### src/rtl/omc_pkg.sv
package omc_pkg;
  typedef enum logic [1:0] {
    KIND_CELL = 2'b00,
    KIND_MASK = 2'b01,
    KIND_DIR  = 2'b10,
    KIND_RSVD = 2'b11
  } reg_kind_e;
endpackage

### src/rtl/omc_ctrl_regs.sv
module omc_ctrl_regs
  import omc_pkg::*;
#(
  parameter int GROUPS = 2,
  parameter int WIDTH  = 8,
  parameter int GRP_W  = 1,
  localparam int N     = GROUPS * WIDTH
) (
  input  logic             clk_i,
  input  logic             rst_ni,
  input  logic             we_i,
  input  reg_kind_e        kind_i,
  input  logic [GRP_W-1:0] grp_i,
  input  logic [WIDTH-1:0] wdata_i,
  output logic [N-1:0]     mask_o,
  output logic [N-1:0]     dir_o,
  output logic [GROUPS-1:0] cell_we_o
);

  for (genvar g = 0; g < GROUPS; g++) begin : g_grp
    logic sel;
    assign sel = we_i && (grp_i == GRP_W'(g));
    assign cell_we_o[g] = sel && (kind_i == KIND_CELL);

    always_ff @(posedge clk_i or negedge rst_ni) begin
      if (!rst_ni) begin
        mask_o[g*WIDTH +: WIDTH] <= '0;
        dir_o[g*WIDTH +: WIDTH]  <= '0;
      end else if (sel) begin
        if (kind_i == KIND_MASK) mask_o[g*WIDTH +: WIDTH] <= wdata_i;
        if (kind_i == KIND_DIR)  dir_o[g*WIDTH +: WIDTH]  <= wdata_i;
      end
    end

    AST_OTHER_GRP_STABLE: assert property (@(posedge clk_i) disable iff (!rst_ni)
      (we_i && grp_i != GRP_W'(g)) |=> ($stable(mask_o[g*WIDTH +: WIDTH]) && $stable(dir_o[g*WIDTH +: WIDTH])));
  end

  AST_RSVD_IGNORED: assert property (@(posedge clk_i) disable iff (!rst_ni)
    (we_i && kind_i == KIND_RSVD) |=> ($stable(mask_o) && $stable(dir_o)));

endmodule

### src/rtl/omc_cell_group.sv
module omc_cell_group #(
  parameter int WIDTH = 8
) (
  input  logic             clk_i,
  input  logic             rst_ni,
  input  logic             cpu_we_i,
  input  logic [WIDTH-1:0] cpu_data_i,
  input  logic [WIDTH-1:0] mask_i,
  input  logic [WIDTH-1:0] load_i,
  input  logic [WIDTH-1:0] next_i,
  output logic [WIDTH-1:0] q_o
);

  for (genvar i = 0; i < WIDTH; i++) begin : g_cell
    logic cpu_hit;
    assign cpu_hit = cpu_we_i && !mask_i[i];

    // CPU write outranks logic load; protect bit hands priority back to logic
    always_ff @(posedge clk_i or negedge rst_ni) begin
      if (!rst_ni)        q_o[i] <= 1'b0;
      else if (cpu_hit)   q_o[i] <= cpu_data_i[i];
      else if (load_i[i]) q_o[i] <= next_i[i];
    end

    AST_MASKED_HOLD: assert property (@(posedge clk_i) disable iff (!rst_ni)
      (cpu_we_i && mask_i[i] && !load_i[i]) |=> $stable(q_o[i]));
    AST_CPU_WINS: assert property (@(posedge clk_i) disable iff (!rst_ni)
      (cpu_we_i && !mask_i[i]) |=> (q_o[i] == $past(cpu_data_i[i])));
    AST_LOAD_TAKES: assert property (@(posedge clk_i) disable iff (!rst_ni)
      (load_i[i] && !(cpu_we_i && !mask_i[i])) |=> (q_o[i] == $past(next_i[i])));
    AST_IDLE_HOLD: assert property (@(posedge clk_i) disable iff (!rst_ni)
      (!cpu_we_i && !load_i[i]) |=> $stable(q_o[i]));
  end

endmodule

### src/rtl/omc_oe_ctrl.sv
module omc_oe_ctrl #(
  parameter int          N       = 16,
  parameter logic [N-1:0] PIN_MAP = '1,
  parameter logic [N-1:0] EQN_MAP = '1
) (
  input  logic [N-1:0] pt_i,
  input  logic [N-1:0] dir_i,
  output logic [N-1:0] oe_o
);

  for (genvar i = 0; i < N; i++) begin : g_oe
    if (!PIN_MAP[i]) begin : g_node
      assign oe_o[i] = 1'b0;
    end else if (!EQN_MAP[i]) begin : g_always
      assign oe_o[i] = 1'b1;
    end else begin : g_eqn
      assign oe_o[i] = pt_i[i] | dir_i[i];
    end
  end

endmodule

### src/rtl/omc_bank.sv
module omc_bank
  import omc_pkg::*;
#(
  parameter int GROUPS  = 2,
  parameter int WIDTH   = 8,
  localparam int N      = GROUPS * WIDTH,
  localparam int GRP_W  = (GROUPS > 1) ? $clog2(GROUPS) : 1,
  localparam int ADDR_W = 2 + GRP_W,
  parameter logic [N-1:0] PIN_MAP = {1'b0, {(N-1){1'b1}}},
  parameter logic [N-1:0] EQN_MAP = {{(N-1){1'b1}}, 1'b0}
) (
  input  logic              clk_i,
  input  logic              rst_ni,
  input  logic              cpu_we_i,
  input  logic [ADDR_W-1:0] cpu_addr_i,
  input  logic [WIDTH-1:0]  cpu_wdata_i,
  output logic [WIDTH-1:0]  cpu_rdata_o,
  input  logic [N-1:0]      mc_load_i,
  input  logic [N-1:0]      mc_next_i,
  input  logic [N-1:0]      pt_oe_i,
  output logic [N-1:0]      mc_q_o,
  output logic [N-1:0]      mc_fb_o,
  output logic [N-1:0]      pin_oe_o
);

  reg_kind_e        kind;
  logic [GRP_W-1:0] grp;
  logic [N-1:0]     mask, dir;
  logic [GROUPS-1:0] cell_we;

  assign kind = reg_kind_e'(cpu_addr_i[ADDR_W-1 -: 2]);
  assign grp  = cpu_addr_i[GRP_W-1:0];

  omc_ctrl_regs #(.GROUPS(GROUPS), .WIDTH(WIDTH), .GRP_W(GRP_W)) u_regs (
    .clk_i, .rst_ni,
    .we_i      (cpu_we_i),
    .kind_i    (kind),
    .grp_i     (grp),
    .wdata_i   (cpu_wdata_i),
    .mask_o    (mask),
    .dir_o     (dir),
    .cell_we_o (cell_we)
  );

  for (genvar g = 0; g < GROUPS; g++) begin : g_grp
    omc_cell_group #(.WIDTH(WIDTH)) u_cells (
      .clk_i, .rst_ni,
      .cpu_we_i   (cell_we[g]),
      .cpu_data_i (cpu_wdata_i),
      .mask_i     (mask[g*WIDTH +: WIDTH]),
      .load_i     (mc_load_i[g*WIDTH +: WIDTH]),
      .next_i     (mc_next_i[g*WIDTH +: WIDTH]),
      .q_o        (mc_q_o[g*WIDTH +: WIDTH])
    );
  end

  assign mc_fb_o = mc_q_o;

  omc_oe_ctrl #(.N(N), .PIN_MAP(PIN_MAP), .EQN_MAP(EQN_MAP)) u_oe (
    .pt_i  (pt_oe_i),
    .dir_i (dir),
    .oe_o  (pin_oe_o)
  );

  always_comb begin
    cpu_rdata_o = '0;
    for (int g = 0; g < GROUPS; g++) begin
      if (grp == GRP_W'(g)) begin
        unique case (kind)
          KIND_CELL: cpu_rdata_o = mc_q_o[g*WIDTH +: WIDTH];
          KIND_MASK: cpu_rdata_o = mask[g*WIDTH +: WIDTH];
          KIND_DIR:  cpu_rdata_o = dir[g*WIDTH +: WIDTH];
          default:   cpu_rdata_o = '0;
        endcase
      end
    end
  end

  AST_RSVD_READS_ZERO: assert property (@(posedge clk_i) disable iff (!rst_ni)
    (kind == KIND_RSVD) |-> (cpu_rdata_o == '0));
  AST_NODE_NEVER_DRIVES: assert property (@(posedge clk_i) disable iff (!rst_ni)
    ((pin_oe_o & ~PIN_MAP) == '0));

endmodule

### config.mk
export PLATFORM = sky130hd
export DESIGN_NAME = omc_bank
export DESIGN_NICKNAME = d
export VERILOG_FILES = /design/src/rtl/omc_pkg.sv /design/src/rtl/omc_ctrl_regs.sv /design/src/rtl/omc_cell_group.sv /design/src/rtl/omc_oe_ctrl.sv /design/src/rtl/omc_bank.sv
export SDC_FILE = /design/constraint.sdc
export NUM_CORES = 1
export LEC_CHECK = 0
export BUFFER_PORTS_ARGS = -buffer_cell sky130_fd_sc_hd__buf_4
export CAP_MARGIN = 10
export CORE_UTILIZATION = 30
export CTS_CLUSTER_DIAMETER = 50
export CTS_CLUSTER_SIZE = 10
export DETAILED_ROUTE_END_ITERATION = 8
export PLACE_DENSITY = 0.63
export SETUP_SLACK_MARGIN = 0.3
export SLEW_MARGIN = 5
export SYNTH_ARGS = -nofsm -noshare
export SYNTH_HDL_FRONTEND = slang
export SYNTH_HIERARCHICAL = 1
export SYNTH_SLANG_ARGS = --single-unit
### constraint.sdc
create_clock -name clk_i -period 1 [get_ports clk_i]
set_input_delay 0 -clock clk_i [delete_from_list [all_inputs] [get_ports clk_i]]
set_output_delay 0 -clock clk_i [all_outputs]
set_load 0.01 [all_outputs]
==> flow_summary.yaml, run 1 <==
status:
  status: "finished, violations left"
  violations: "hold timing, setup timing"
global_route:
  track_usage: 0.161
  grt_pass1_wl_mm: 12.5
  grt_antenna_before_repair: 0
  grt_pass1_vias: 2357
  grt_max_degree: 34
  gr-total-overflow: 0
power:
  powerDensity_nw_per_um2: 1370
  max-vdd-ir-drop_mv: 0.593
  leakage_uw: 0.00239
cells_and_area:
  nFillCells: 833
  drive_above_1_share: 0.661
  n_antenna_cell: 0
  final_net_count: 459
  area_growth_pct: 65.4
  fin_cells: 527
clock_network:
  cts_buffers: 5
  clk_path_buf_depth: 2
  clk_latency_ns: 0.30
  cts_num_sinks: 48
  cts_root_buf: "clkbuf_8"
  cts.clk_slew.worst_paths_ns: 0.09
  cts_hold_buf: 1
  h-tree-depth: 2
  cts_tree: "built"
route:
  num_vias: 2415
  postRouteAntennaNets: 0
  drc: 0
  drt_iter0_drc: 50
  drt_wl_total_mm: 8.06
  routed_via_density: 4.58
  wl_per_cell_um: 15.3
  first_pass_iters: 4
synthesis:
  ys_ff_latch: 48
  avgSynthCellArea_um2: 12.4
  synth_compound_area_frac: 0.0720
  synth_top_family_by_area: "multiplexers"
  yosysSeqAreaShare: 0.407
  syn-num-nets: 301
  synth_cells: 239
  yosys_warnings: 6
  synth-simple-area-share: 0.132
  yosys.area_share.xor_xnor: 0
  synthAdderAreaFrac: 0
  muxShareOfSynthArea: 0.312
  netlist_area_um2: 2950
  synth_cell_type_count: 27
setup_path:
  crit_fanout: 2
  rrSetupSlack_ns: -0.27
  cp_data_arrival_time_ns: 1.44
  path_class: "register to output port"
  critPathCaptureType: "output port"
  cp.required_ns: 1.00
  start_kind: "register"
floorplanning:
  die_x_um: 101
  coreArea_um2: 9370
  initial_utilization: 0.315
  rows: 35
  die_h_um: 101
  io_pins: 118
  dieArea_um2: 10200
sta:
  fin_setup_tns_ns: -8.86
  period_needed_ns: 1.44
  final_hold_viol_count: 48
  fmax_mhz: 692
  finClkSkew_ns: 0.00682
  grt_setup_unrepaired: "yes"
  timing.final.crit_share: 1.44
  drv_slew: 0
  fin_hold_ws_ns: -0.0282
  layout_setup_ws_ns: -0.445
  setup_viol: 57
job:
  drv_cap: 0
min_path:
  hold_class: "primary input to register"
place:
  dp.final_hpwl_mm: 5.90
  portBuffers: 113
  dpl.cell_count: 496
  gp_congestion: 0.798
[flip-flops by register name (all words and copies together) (netlist names)]
| signal | flops |
|---|---|
| g_grp.u_cells/q_o | 16 |
| u_regs/dir_o | 16 |
| u_regs/mask_o | 16 |
[layout make-up]
cell class,count,area (µm²),share of cell area
clock inverter,1,7.51,0.00154
tap,129,161,0.0330
clock buffer,7,86.3,0.0177
timing repair buffer,180,1700,0.348
sequential,48,1200,0.246
multi-input combinational,162,1730,0.353
[per-stage QoR]
step | cell area [µm²] | hold WS (ns) | util | power, µW | setup slack, ns
2_1_floorplan | 3150 | -0.296 | - | 3880 | -0.0526
3_3_place_gp | 4310 | -0.113 | 0.459 | 4910 | -0.153
3_5_place_dp | 4310 | -0.113 | 0.459 | 4940 | -0.150
4_1_cts | 4660 | -0.0370 | 0.497 | 6460 | -0.423
5_1_grt | 4890 | -0.0436 | 0.521 | 7080 | -0.529
6_report | 4890 | -0.0282 | 0.521 | 6690 | -0.445
[worst max-delay path: stages (launching register included)]
cell	delay, ns
dfrtp_1	0.39
mux2i_1	0.08
or2_1	0.22
a311oi_2	0.28
buf_4	0.17
[cells in the mapped netlist (all sizes together)]
master,count,area [µm²]
nor2b,1,6.26
or2,23,144
a311oi,8,82.6
clkbuf,4,17.5
mux2i,8,80.1
or2b,1,7.51
nand4b,2,30.0
and4bb,2,25.0
mux2,64,841
nand2b,16,100
dfrtp,48,1200
nand2,9,33.8
conb,2,7.51
nor4b,1,8.76
o21a,8,60.1
nor2,8,30.0
buf,25,204
o32ai,8,70.1
nor3,1,5.00
[logic make-up (layout without fill, tap and decap cells)]
logic type      after synthesis  in the layout
buf+inv                      29            188
flops                        48             48
other cells                   2              2
compound gates               24             24
simple gates                 64             64
mux                          72             72
[path summary, 6_finish.rpt]
kind | to | cells past startpoint | startpoint
setup / recovery | cpu_rdata_o[5] | 4 | g_grp[1].u_cells/q_o[5]$_DFFE_PN0P_
hold / removal | g_grp[0].u_cells/q_o[0]$_DFFE_PN0P_ | 2 | cpu_wdata_i[0]
setup reg to reg | g_grp[1].u_cells/q_o[5]$_DFFE_PN0P_ | 4 | g_grp[1].u_cells/q_o[5]$_DFFE_PN0P_
hold reg to reg | u_regs/dir_o[0]$_DFFE_PN0P_ | 1 | u_regs/dir_o[0]$_DFFE_PN0P_
max in group asynchronous | g_grp[0].u_cells/q_o[7]$_DFFE_PN0P_ | 3 | rst_ni
min in group asynchronous | u_regs/dir_o[3]$_DFFE_PN0P_ | 2 | rst_ni
[layout by cell type, fill, tap and decap left out, types with 3 or more instances in the layout]
cell type / count
nand2_1: 9
buf_4: 93
o21a_1: 8
nor2_1: 8
buf_12: 3
or2_1: 23
a311oi_2: 8
o32ai_1: 8
mux2i_1: 8
buf_6: 83
clkbuf_8: 6
dfrtp_1: 47
mux2_4: 64
nand2b_1: 16
[power by group]
part | switching [µW] | internal, µW | leakage [µW]
clock network | 658 | 563 | 0.0000445
registers | 295 | 2300 | 0.000570
logic | 910 | 1960 | 0.00177
[what timing repair did]
action                                  4_1_cts  5_1_grt
endpoints found under the hold margin        96       48
endpoints found under the setup margin      102      102
gates resized for setup                      51       35
pin swaps                                    12        4
setup buffers                                 9       13
[routing by layer]
metal,global-route usage,share of wire,vias to the layer above
met1,0.222,0.45,1179
met5,0,0,-
met3,0.0345,0.047,7
met4,0.0368,0.0092,0
met2,0.260,0.49,83
li1,-,-,1146
No activity file was read; power rests on OpenSTA's default activity.
==> run 2: changes to the inputs <==
--- a/config.mk
+++ b/config.mk
@@ -11,6 +11,7 @@
 export CTS_CLUSTER_DIAMETER = 50
 export CTS_CLUSTER_SIZE = 10
 export DETAILED_ROUTE_END_ITERATION = 8
+export GPL_ROUTABILITY_DRIVEN = 0
 export PLACE_DENSITY = 0.63
 export SETUP_SLACK_MARGIN = 0.3
 export SLEW_MARGIN = 5
==> constraint.sdc (replaced) <==
create_clock -name clk_i -period 1 [get_ports clk_i]
set_input_delay 0 -clock clk_i [delete_from_list [all_inputs] [get_ports clk_i]]
set_output_delay 0 -clock clk_i [all_outputs]
set_load 0.05 [all_outputs]
==> flow_summary.yaml, run 2 (synthesis results as in run 1) <==
status:
  status: "finished, violations left"
  violations: "hold timing, setup timing"
job:
  drv_cap: 0
place:
  dpl_cell_area_um2: 4660
  pre_cts_ws_ns: -0.322
  portBuffers: 113
  dp.final_hpwl_mm: 6.29
power:
  power_frac_comb: 0.541
  internal-power_uw: 5680
  clockPowerShare: 0.156
  leakage_uw: 0.00272
  powerDensity_nw_per_um2: 1530
  p_seq_frac: 0.302
  netSwitchingPower_uw: 2920
  max-vdd-ir-drop_mv: 0.698
  p_sw_frac: 0.340
cells_and_area:
  mostFrequentLayoutCell: "buf_4"
  largestRegisters: "g_grp.u_cells/q_o (16), u_regs/dir_o (16), u_regs/mask_o (16)"
  final_net_count: 503
  layout_common_cells: "109 x buf_4, 84 x buf_6, 64 x mux2_4"
  nFillCells: 766
  final_area_um2: 5600
  n_antenna_cell: 0
  area_growth_pct: 89.7
  drive_above_1_share: 0.775
clock_network:
  cts_hold_buf: 1
  h-tree-depth: 2
  cts_num_sinks: 48
  clk_path_buf_depth: 2
  cts_tree: "built"
  cts.clk_slew.worst_paths_ns: 0.09
  cts_root_buf: "clkbuf_8"
  clk_latency_ns: 0.30
  cts_buffers: 5
route:
  routed_via_density: 4.55
  wl_per_cell_um: 15.7
  first_pass_iters: 4
  postRouteAntennaNets: 0
  drc: 0
  drt_iter0_drc: 80
  num_vias: 2591
  drt_wl_total_mm: 8.93
sta:
  timing.final.crit_share: 1.46
  finClkSkew_ns: 0.00575
  drv_slew: 0
  fmax_mhz: 683
  period_needed_ns: 1.46
  setup_viol: 65
  layout_setup_ws_ns: -0.465
  final_hold_viol_count: 46
  fin_hold_ws_ns: -0.0251
  grt_setup_unrepaired: "yes"
setup_path:
  start_kind: "register"
  cp_data_arrival_time_ns: 1.46
  critPathCaptureType: "output port"
  path_class: "register to output port"
  cp.required_ns: 1.00
  crit_fanout: 2
global_route:
  track_usage: 0.180
  grt_pass1_vias: 2756
  grt_max_degree: 30
  grt_antenna_before_repair: 0
  grt_pass1_wl_mm: 13.8
  gr-total-overflow: 0
floorplanning:
  rows: 35
  io_pins: 118
  dieArea_um2: 10200
  coreArea_um2: 9370
  die_x_um: 101
  initial_utilization: 0.315
  die_h_um: 101
min_path:
  hold_class: "primary input to register"
[run 2: power groups by stage]
stage / combinational [µW] / sequential (µW) / clock, µW
5_1_grt: 4880 / 2650 / 1460
2_1_floorplan: 2130 / 2860 / 0
3_5_place_dp: 3640 / 2600 / 0
3_3_place_gp: 3590 / 2580 / 0
4_1_cts: 4340 / 2590 / 1380
6_report: 4650 / 2600 / 1340
[run 2: area by class of cell]
type | instances | area [µm²] | area share
timing repair buffer | 224 | 2230 | 0.399
multi-input combinational | 162 | 1890 | 0.337
tap | 129 | 161 | 0.0288
sequential | 48 | 1220 | 0.218
clock buffer | 5 | 68.8 | 0.0123
clock inverter | 1 | 30.0 | 0.00536
[run 2: per-stage QoR]
step	hold WS, ns	utilization	total power (µW)	setup TNS [ns]	instances
after floorplan	-0.296	-	5000	-6.71	239
after global placement	-0.0961	0.497	6170	-9.41	529
after detailed placement	-0.0966	0.497	6230	-9.91	529
after CTS	-0.0342	0.572	8320	-10.53	552
after global routing	-0.0325	0.598	8990	-14.75	569
final	-0.0251	0.598	8600	-12.24	569
[run 2: timing repair]
item	CTS	global route
endpoints found under the setup margin	102	102
setup buffers	15	17
pin swaps	18	7
gates cloned	1	0
gates resized for setup	121	30
hold endpoints to repair	96	48
[run 2: path summary, 6_finish.rpt]
kind | slack, ns | end | depth (start not counted) | from
worst min-delay path | -0.03 | g_grp[0].u_cells/q_o[1]$_DFFE_PN0P_ | 2 | cpu_wdata_i[1]
worst min register to register | 0.53 | u_regs/mask_o[11]$_DFFE_PN0P_ | 1 | u_regs/mask_o[11]$_DFFE_PN0P_
min in group asynchronous | 0.13 | u_regs/dir_o[9]$_DFFE_PN0P_ | 2 | rst_ni
max in group asynchronous | 0.42 | g_grp[0].u_cells/q_o[3]$_DFFE_PN0P_ | 3 | rst_ni
worst max-delay path | -0.46 | cpu_rdata_o[1] | 4 | u_regs/dir_o[9]$_DFFE_PN0P_
worst max register to register | -0.36 | g_grp[1].u_cells/q_o[5]$_DFFE_PN0P_ | 5 | g_grp[1].u_cells/q_o[5]$_DFFE_PN0P_
[run 2: layer usage]
metal  global-route usage  up-vias  share of wire
li1                     -     1238              -
met1                0.222     1265           0.42
met2                0.321       76           0.53
met3               0.0242       12          0.040
met4               0.0591        0          0.015
met5                    0        -              0
[run 2: critical path, stage by stage, from the launching register on]
cell      delay [ns]
dfrtp_1         0.37
mux2i_1         0.08
or2_1           0.25
a311oi_4        0.26
buf_6           0.20
